===== config.mk =====
export PLATFORM = sky130hd
export DESIGN_NAME = palette_stage
export DESIGN_NICKNAME = d
export VERILOG_FILES = /design/src/rtl/palette_pkg.sv /design/src/rtl/palette_wr_ctrl.sv /design/src/rtl/palette_datapath.sv /design/src/rtl/palette_stage.sv
export SDC_FILE = /design/constraint.sdc
export NUM_CORES = 1
export LEC_CHECK = 0
export BUFFER_PORTS_ARGS = -buffer_cell sky130_fd_sc_hd__buf_2
export CAP_MARGIN = 20
export CORE_UTILIZATION = 61
export DETAILED_ROUTE_END_ITERATION = 10
export MAX_ROUTING_LAYER = met4
export PLACE_DENSITY = 0.9
export SYNTH_ARGS = -nofsm -noshare
export SYNTH_HDL_FRONTEND = slang
export SYNTH_SLANG_ARGS = --single-unit

===== constraint.sdc =====
create_clock -name clk -period 3.4 [get_ports clk]
set_input_delay 0.85 -clock clk [delete_from_list [all_inputs] [get_ports clk]]
set_output_delay 0.85 -clock clk [all_outputs]
set_load 0.01 [all_outputs]

===== src/rtl/palette_pkg.sv =====
`timescale 1ns/1ps
package palette_pkg;
  // Strobes issued by the write controller to the datapath each clock
  typedef struct packed {
    logic push;   // store the CPU write in the queue slot at wrPtr
    logic pop;    // move the queue slot at rdPtr into the palette RAM
  } fifo_strobe_t;
endpackage


===== src/rtl/palette_wr_ctrl.sv =====
`timescale 1ns/1ps
module palette_wr_ctrl
  import palette_pkg::*;
#(
  parameter int DEPTH = 4,
  localparam int PTR_W = (DEPTH > 1) ? $clog2(DEPTH) : 1,
  localparam int CNT_W = $clog2(DEPTH + 1)
) (
  input  logic             clk,
  input  logic             rstN,
  input  logic             displayEnable,
  input  logic             pipeIdle,
  input  logic             cpuWrEn,
  output fifo_strobe_t     strobe,
  output logic [PTR_W-1:0] wrPtr,
  output logic [PTR_W-1:0] rdPtr,
  output logic             busy
);
  localparam logic [CNT_W-1:0] FULL_CNT = CNT_W'(DEPTH);
  localparam logic [PTR_W-1:0] LAST_PTR = PTR_W'(DEPTH - 1);

  logic [CNT_W-1:0] count;
  logic             full;
  logic             empty;

  function automatic logic [PTR_W-1:0] advance(input logic [PTR_W-1:0] p);
    return (p == LAST_PTR) ? '0 : p + 1'b1;
  endfunction

  assign full  = (count == FULL_CNT);
  assign empty = (count == '0);
  assign busy  = full;

  always_comb begin
    strobe.push = cpuWrEn && !full;
    // drain only when neither the current slot nor the one in flight is visible
    strobe.pop  = !empty && !displayEnable && pipeIdle;
  end

  always_ff @(posedge clk) begin
    if (!rstN) begin
      count <= '0;
      wrPtr <= '0;
      rdPtr <= '0;
    end else begin
      if (strobe.push) wrPtr <= advance(wrPtr);
      if (strobe.pop)  rdPtr <= advance(rdPtr);
      case ({strobe.push, strobe.pop})
        2'b10:   count <= count + 1'b1;
        2'b01:   count <= count - 1'b1;
        default: count <= count;
      endcase
    end
  end

  // a write offered to a full queue leaves it full and untouched
  assert_no_overflow_R7 : assert property (@(posedge clk) disable iff (!rstN)
    busy && cpuWrEn && !strobe.pop |=> busy && $stable(wrPtr));

  // occupancy never passes the queue depth
  assert_count_bound_R7 : assert property (@(posedge clk) disable iff (!rstN)
    count <= FULL_CNT);

  // with a clear pipeline and no new write, one entry leaves per clock
  assert_drain_rate_R8 : assert property (@(posedge clk) disable iff (!rstN)
    !empty && !displayEnable && pipeIdle && !cpuWrEn |=> count == $past(count) - 1'b1);
endmodule


===== src/rtl/palette_datapath.sv =====
`timescale 1ns/1ps
module palette_datapath
  import palette_pkg::*;
#(
  parameter int IDX_W        = 4,
  parameter int PIX_PER_WORD = 4,
  parameter int COLOR_W      = 16,
  parameter int DEPTH        = 4,
  localparam int PTR_W   = (DEPTH > 1) ? $clog2(DEPTH) : 1,
  localparam int WORD_W  = IDX_W * PIX_PER_WORD,
  localparam int ENTRIES = 1 << IDX_W
) (
  input  logic               clk,
  input  logic               rstN,
  input  logic               displayEnable,
  input  logic               wordLoad,
  input  logic [WORD_W-1:0]  fbWord,
  input  logic               hsyncIn,
  input  logic               vsyncIn,
  input  logic [IDX_W-1:0]   cpuWrAddr,
  input  logic [COLOR_W-1:0] cpuWrData,
  input  fifo_strobe_t       strobe,
  input  logic [PTR_W-1:0]   wrPtr,
  input  logic [PTR_W-1:0]   rdPtr,
  output logic               pipeIdle,
  output logic [COLOR_W-1:0] pixelRgbi,
  output logic               hsyncOut,
  output logic               vsyncOut
);
  // sideband bit positions inside each pipeline stage
  localparam int SB_DE = 2;
  localparam int SB_HS = 1;
  localparam int SB_VS = 0;
  localparam int STAGES = 2;

  logic [WORD_W-1:0]  shiftReg;
  logic [IDX_W-1:0]   indexReg;
  logic [2:0]         side [STAGES];
  logic [COLOR_W-1:0] palMem   [ENTRIES];
  logic [IDX_W-1:0]   fifoAddr [DEPTH];
  logic [COLOR_W-1:0] fifoData [DEPTH];

  // pixel serializer: load on group start, otherwise move to the next nibble
  always_ff @(posedge clk) begin
    if (!rstN) begin
      shiftReg <= '0;
      indexReg <= '0;
    end else begin
      shiftReg <= wordLoad ? fbWord : (shiftReg << IDX_W);
      indexReg <= shiftReg[WORD_W-1 -: IDX_W];
    end
  end

  // display enable and sync travel beside the index
  always_ff @(posedge clk) begin
    if (!rstN) begin
      for (int s = 0; s < STAGES; s++) side[s] <= '0;
    end else begin
      side[0] <= {displayEnable, hsyncIn, vsyncIn};
      for (int s = 1; s < STAGES; s++) side[s] <= side[s-1];
    end
  end

  assign pipeIdle = !side[0][SB_DE];

  // write queue storage
  always_ff @(posedge clk) begin
    if (strobe.push) begin
      fifoAddr[wrPtr] <= cpuWrAddr;
      fifoData[wrPtr] <= cpuWrData;
    end
  end

  // palette RAM: one read port for pixels, one deferred write port
  always_ff @(posedge clk) begin
    if (!rstN) begin
      for (int e = 0; e < ENTRIES; e++) palMem[e] <= '0;
    end else if (strobe.pop) begin
      palMem[fifoAddr[rdPtr]] <= fifoData[rdPtr];
    end
  end

  // output register with blank gating
  always_ff @(posedge clk) begin
    if (!rstN) begin
      pixelRgbi <= '0;
      hsyncOut  <= 1'b0;
      vsyncOut  <= 1'b0;
    end else begin
      pixelRgbi <= side[STAGES-1][SB_DE] ? palMem[indexReg] : '0;
      hsyncOut  <= side[STAGES-1][SB_HS];
      vsyncOut  <= side[STAGES-1][SB_VS];
    end
  end

  // edges seen since reset, saturating; lets history-based checks start safely
  logic [1:0] warm;
  always_ff @(posedge clk) begin
    if (!rstN)              warm <= '0;
    else if (warm != 2'd3)  warm <= warm + 1'b1;
  end

  // a slot captured while blank comes out black
  assert_blank_black_R4 : assert property (@(posedge clk) disable iff (!rstN)
    (warm == 2'd3) && !$past(displayEnable, 3) |-> pixelRgbi == '0);

  // sync outputs follow inputs by the pixel latency
  assert_sync_delay_R5 : assert property (@(posedge clk) disable iff (!rstN)
    (warm == 2'd3) |-> (hsyncOut == $past(hsyncIn, 3)) && (vsyncOut == $past(vsyncIn, 3)));

  // the palette RAM is only written while the display is blank
  assert_write_in_blank_R6 : assert property (@(posedge clk) disable iff (!rstN)
    strobe.pop |-> !displayEnable);
endmodule


===== src/rtl/palette_stage.sv =====
`timescale 1ns/1ps
module palette_stage
  import palette_pkg::*;
#(
  parameter int IDX_W        = 4,
  parameter int PIX_PER_WORD = 4,
  parameter int CHAN_W       = 4,
  parameter int FIFO_DEPTH   = 4,
  localparam int WORD_W  = IDX_W * PIX_PER_WORD,
  localparam int COLOR_W = 4 * CHAN_W,
  localparam int PTR_W   = (FIFO_DEPTH > 1) ? $clog2(FIFO_DEPTH) : 1
) (
  input  logic               clk,
  input  logic               rstN,
  input  logic               displayEnable,
  input  logic               wordLoad,
  input  logic [WORD_W-1:0]  fbWord,
  input  logic               hsyncIn,
  input  logic               vsyncIn,
  input  logic               cpuWrEn,
  input  logic [IDX_W-1:0]   cpuWrAddr,
  input  logic [COLOR_W-1:0] cpuWrData,
  output logic               cpuBusy,
  output logic [COLOR_W-1:0] pixelRgbi,
  output logic               hsyncOut,
  output logic               vsyncOut
);
  fifo_strobe_t     strobe;
  logic [PTR_W-1:0] wrPtr;
  logic [PTR_W-1:0] rdPtr;
  logic             pipeIdle;

  palette_wr_ctrl #(.DEPTH(FIFO_DEPTH)) ctrl_i (
    .clk(clk), .rstN(rstN), .displayEnable(displayEnable), .pipeIdle(pipeIdle),
    .cpuWrEn(cpuWrEn), .strobe(strobe), .wrPtr(wrPtr), .rdPtr(rdPtr), .busy(cpuBusy)
  );

  palette_datapath #(
    .IDX_W(IDX_W), .PIX_PER_WORD(PIX_PER_WORD), .COLOR_W(COLOR_W), .DEPTH(FIFO_DEPTH)
  ) dp_i (
    .clk(clk), .rstN(rstN), .displayEnable(displayEnable), .wordLoad(wordLoad),
    .fbWord(fbWord), .hsyncIn(hsyncIn), .vsyncIn(vsyncIn), .cpuWrAddr(cpuWrAddr),
    .cpuWrData(cpuWrData), .strobe(strobe), .wrPtr(wrPtr), .rdPtr(rdPtr),
    .pipeIdle(pipeIdle), .pixelRgbi(pixelRgbi), .hsyncOut(hsyncOut), .vsyncOut(vsyncOut)
  );
endmodule


Word-level counts from Yosys, hierarchy flattened

Memory sizes are Yosys's and may differ from the RTL's. A register that Yosys moved wholly into a read port is not among the register bits.
Cells that the tools add are included.

Bits in registers: 29
Memory bits (writable): 342
Input bits: 43
Output and inout bits: 19
Word-level logic and storage cells: 56
Memories: 4

Memory list:

| memory        | words | bits a word | read ports | clocked after Yosys merged registers in | wr ports | line                   | text |
|---|---|---|---|---|---|---|---|
| dp_i.palMem   | 16    | 16          | 1          | 1                                       | 16       | palette_datapath.sv:39 | `logic [COLOR_W-1:0] palMem [ENTRIES];` |
| dp_i.fifoData | 4     | 16          | 1          | 1                                       | 1        | palette_datapath.sv:41 | `logic [COLOR_W-1:0] fifoData [DEPTH];` |
| dp_i.fifoAddr | 4     | 4           | 1          | 1                                       | 1        | palette_datapath.sv:40 | `logic [IDX_W-1:0] fifoAddr [DEPTH];` |
| dp_i.side     | 2     | 3           | 2          | 0                                       | 2        | palette_datapath.sv:38 | `logic [2:0] side [STAGES];` |

Add/subtract/negate cells: 4
Eq/ne operators: 5
Mux-type cells: 20
Bitwise logic cells: 2
Reduce and logical (&&, ||, !) cells: 13

Operators by type and width:

| cell                                                | count |
|---|---|
| two-way mux 16 bit                                  | 2 |
| OR reduction 16 bit                                 | 1 |
| two-way mux 2 bit                                   | 6 |
| two-way mux 1 bit                                   | 8 |
| equality test 2 bit, second input constant          | 3 |
| two-way mux 3 bit                                   | 2 |
| case mux 3 bit (2 select lines)                     | 1 |
| zero test 1 bit                                     | 5 |
| adder 2 x 1 -> 2 bit, second input constant         | 2 |
| two-way mux 4 bit                                   | 1 |
| AND reduction 2 bit                                 | 2 |
| adder 3 x 1 -> 3 bit, second input constant         | 1 |
| equality test 3 bit, second input constant          | 1 |
| logical AND 1 bit                                   | 3 |
| zero test 3 bit                                     | 1 |
| subtractor 3 x 1 -> 3 bit, second input constant    | 1 |
| equality test 2 x 1 -> 1 bit, second input constant | 1 |
| OR 1 bit                                            | 2 |
| nonzero test 2 bit                                  | 1 |

Depth between registers and ports, before layout

Depth after elaboration: 9
Depth in mapped cells: 10
Depth with buffers taken out: 9

By module

A second synthesis with hierarchy kept.

Cells, all modules: 1,147
Area total of the unflattened synthesis: 16,075.4 µm²

Modules (own cells, without submodules):

| module           | instances | cells an instance | area an instance (µm²) | seq. area each (µm²) |
|---|---|---|---|---|
| palette_datapath | 1         | 1,103             | 15,680.0               | 10,970.5 |
| palette_wr_ctrl  | 1         | 44                | 395.4                  | 140.1 |

Worst setup path before layout

No wires, ideal clock.

Path kind: input to register
Start: in displayEnable
End: reg ctrl_i.count[2]
Setup time: 76 ps
Arrival time: 2,451 ps
Data required time: 3,324 ps
Slack: 873 ps
Stages: 7
Path buffers: 0
Cell sequence: nor3_1 > ha_1 > inv_1 > fa_1 > xor2_1 > or3_1 > a21boi_0

Cells in the longest elaborated chain, start to end: 5
Elaborated cells on any way between the ends: 7
Classes of those cells: eq/ne (2); mux (1); reduce/logical (4)

RTL lines:

| element                                                                      | line                  | text |
|---|---|---|
| from (decl)                                                                  | palette_stage.sv:15   | `input logic displayEnable,` |
| zero test 1 bit *                                                            | palette_wr_ctrl.sv:37 | `strobe.pop = !empty && !displayEnable && pipeIdle;` |
| logical AND 1 bit * (2 in a row)                                             | palette_wr_ctrl.sv:37 |  |
| equality test 2 x 1 -> 1 bit / equality test 2 bit (equally long branches)   | palette_wr_ctrl.sv:48 | `case ({strobe.push, strobe.pop})` |
| case mux 3 bit (2 select lines) / nonzero test 2 bit (equally long branches) | -                     |  |
| to (signal assigned)                                                         | palette_wr_ctrl.sv:49 | `2'b10: count <= count + 1'b1;` |
| to (signal assigned)                                                         | palette_wr_ctrl.sv:50 | `2'b01: count <= count - 1'b1;` |
| to (signal assigned)                                                         | palette_wr_ctrl.sv:51 | `default: count <= count;` |
| to (decl)                                                                    | palette_wr_ctrl.sv:22 | `logic [CNT_W-1:0] count;` |

Mark *: on every way between the ends. The rest lies on a longest branch, timed or not.
A chain may end at the register's enable or synchronous reset.

==> impl_metrics.tcl <==
set metrics [dict create \
    synthMuxAreaShare_pct 13.7 \
    routed_wl_um 34400 \
    power.density_nw_per_um2 638 \
    synth_top_family_by_area "multiplexers" \
    p_clk_share_pct 37.4 \
    vias 9211 \
    syn_area_um2 16100 \
    switching_power_uw 2980 \
    setup_viol_count_final 0 \
    synth_edf_count 336 \
    power.leakage_uw 0.00653 \
    diodes 0 \
    drv_cap 0 \
    tightest_slew_ns 0.771 \
    grt_start_max_net_pins 38 \
    cts.sinks 389 \
    async_flop_share_pct 0 \
    cts_buffer_depth 3 \
    path_max_fanout 35 \
    dr.pass1.iters 6 \
    p_sw_share_pct 25.9 \
    synth_nets 1103 \
    synthTopCellsByArea "edfxtp_1 63%, mux4_2 8.4%, dfxtp_1 6.6%, nor2_1 5.9%, mux2i_1 4.1%" \
    drv_slew 0 \
    grt-ovfl-total 0 \
    fin_ws_ns 0.606 \
    drt-vias-per-instance 6.17 \
    track_usage_pct 27.9 \
    yosysTopAreaCell "edfxtp_1" \
    ctsHtreeMaxLevel 2 \
    synth_ff_type "edfxtp_1" \
    pwr-share-seq_pct 48.5 \
    io_pins 62 \
    required_ns 3.55 \
    finalHoldViolCount 0 \
    min_path_type "reg -> reg" \
    grt_pass1_wl_um 52900 \
    synth.most_common_cell "edfxtp_1" \
    fmax_mhz 358 \
    synth-compound-area-share_pct 2.20 \
    cts_buffers 38 \
    grt_antenna_before_repair 0 \
    nNetsFinal 1178 \
    synthSimpleGateAreaFrac_pct 11.1 \
    route.detailed.drc 0 \
    multi_input_area_um2 4460 \
    areaGrowthSynthToFinish_pct 12.3 \
    end_kind "flop" \
    clk_pin_slew_ns 0.06 \
    cts_tree "built" \
    period_share_pct 82.2 \
    drive_above_1_share_pct 24.0 \
    nFillCells 1636 \
    ys_seq_area_share_pct 69.4 \
    run_status "complete, no violations" \
    post-cts-setup-buffers 0 \
    cts_root_buffer "clkbuf_16" \
    min_period_ns 2.79 \
    yosysTopAreaCellShare_pct 62.8 \
    timing.critical_path.arrival_ns 2.95 \
    postCtsHoldBufs 0 \
    yosysWarningCount 0 \
    first_iter_violations 1145 \
    postRouteAntennaNets 0 \
    synthAdderAreaFrac_pct 0.592 \
    wire_per_inst_um 23.1 \
    synth_seq_cells 389 \
    dieArea_um2 27000 \
    hpwl_um 21500 \
    die_w_um 164 \
    syn_area_per_cell_um2 15.3 \
    irDropWorstVdd_mv 0.580 \
    synthTopCellsByCount "336 x edfxtp_1, 251 x nor2_1, 66 x mux2i_1, 60 x mux4_2, 53 x dfxtp_1" \
    startpoint_type "flop" \
    clk_latency_ns 0.54 \
    synth.distinct_cells 43 \
    port_buffers 61 \
    p_comb_share_pct 14.1 \
    seq_area_um2 11200 \
    synth-xor-area-share_pct 0.109 \
    p_int_uw 8530 \
    critical_path_class "reg -> reg" \
    grt_pass1_vias 9296 \
    setup_tns_ns 0 \
    core_area_um2 26000 \
    gp_congestion 0.914 \
    rsz0062_at_grt "no" \
    netlist_instances 1053 \
    die_y_um 164 \
    fin_skew_ns 0.0207 \
    place_ws_ns 0.501 \
    slew_headroom_pct 48.5 \
    cts_resized 0 \
    rows 59 \
    initial_core_util_pct 61.9 \
]
==> stage by stage <==
| step | instance area (µm²) | instances | hold WS (ns) | util (%) | power [µW] |
|---|---|---|---|---|---|
| 2_1_floorplan | 16100 | 1053 | 0.412 | - | 6670 |
| 3_3_place_gp | 16800 | 1423 | 0.414 | 64.5 | 7190 |
| 3_5_place_dp | 16800 | 1423 | 0.421 | 64.5 | 7270 |
| 4_1_cts | 18000 | 1493 | 0.435 | 69.4 | 11500 |
| 5_1_grt | 18000 | 1493 | 0.449 | 69.4 | 11800 |
| 6_report | 18000 | 1493 | 0.433 | 69.4 | 11500 |
==> worst paths after layout <==
path	startpoint	endpoint	slack [ns]	cells after the start
min	dp_i.side[0][0]	dp_i.side[0][3]	0.43	1
max	flop	dp_i.palMem[10][12]	0.61	5
max reg2reg	flop	dp_i.palMem[10][12]	0.61	5
min reg2reg	dp_i.side[0][0]	dp_i.side[0][3]	0.43	1
==> final cells by class <==
cell class	instances	share of cell area (%)
well taps	335	2.32
repair buffers	112	3.88
multi-input cells	580	24.7
inverters	7	0.146
clock buffers	47	5.81
clock inverters	23	1.29
flip-flops and latches	389	61.8
==> power groups by stage <==
stage	registers [µW]	logic, µW	clock network [µW]
6_report	5580	1630	4300
3_3_place_gp	5660	1530	0
2_1_floorplan	5630	1040	0
3_5_place_dp	5680	1590	0
4_1_cts	5580	1600	4330
5_1_grt	5610	1710	4500
==> cell usage in the layout (no fill, tap or decap), types with 2 or more instances in the layout <==
cell,instances
edfxtp_1,336
nor2_1,251
mux2i_1,66
buf_2,61
mux4_2,60
dfxtp_1,50
buf_4,50
clkbuf_16,41
nand2_1,34
nor2b_1,19
and2_1,19
mux2_2,17
o21ai_1,16
and3_1,12
nor2_2,11
a22oi_1,9
clkinv_2,9
nand3_4,8
o22ai_1,8
clkinv_1,8
nand3_2,7
a22o_1,7
a221o_1,7
inv_1,6
ha_1,6
clkbuf_1,6
bufinv_16,5
nand3_1,3
nor3_1,2
and4bb_1,2
and4b_1,2
o21ai_0,2
dfxtp_2,2
==> state kept, by name (all words and copies together), names as in the netlist, named ones only <==
| name | cells |
|---|---|
| dp_i.fifoAddr | 16 |
| dp_i.side | 6 |
| dp_i.pixelRgbi | 16 |
| dp_i.vsyncOut | 1 |
| dp_i.fifoData | 64 |
| ctrl_i.rdPtr | 2 |
| dp_i.hsyncOut | 1 |
| dp_i.palMem | 256 |
| dp_i.shiftReg | 16 |
| ctrl_i.count | 3 |
| dp_i.indexReg | 4 |
| ctrl_i.wrPtr | 2 |
==> kinds of logic after synthesis <==
family / Yosys count
adders and majority gates: 7
buffers and inverters: 84
xor gates and xnor gates: 2
and+or+nand+nor: 377
muxes: 143
DFF: 389
AOI/OAI and AO/OA: 51
==> metal layers <==
| layer | vias up | wire length (µm) | track usage (%) |
|---|---|---|---|
| met5 | - | 0 | - |
| met4 | 0 | 1440 | 11.5 |
| met3 | 96 | 3570 | 4.47 |
| met2 | 554 | 16700 | 44.2 |
| met1 | 4540 | 12700 | 36.4 |
| li1 | 4021 | - | - |
==> worst max-delay path, stage by stage, from the launching register on <==
cell     delay [ns]
dfxtp_1        0.40
buf_4          0.38
mux4_2         0.64
nor2_4         0.26
nand3_2        0.11
nand2_1        0.60
Note: power is estimated with default switching activity, not from simulation.
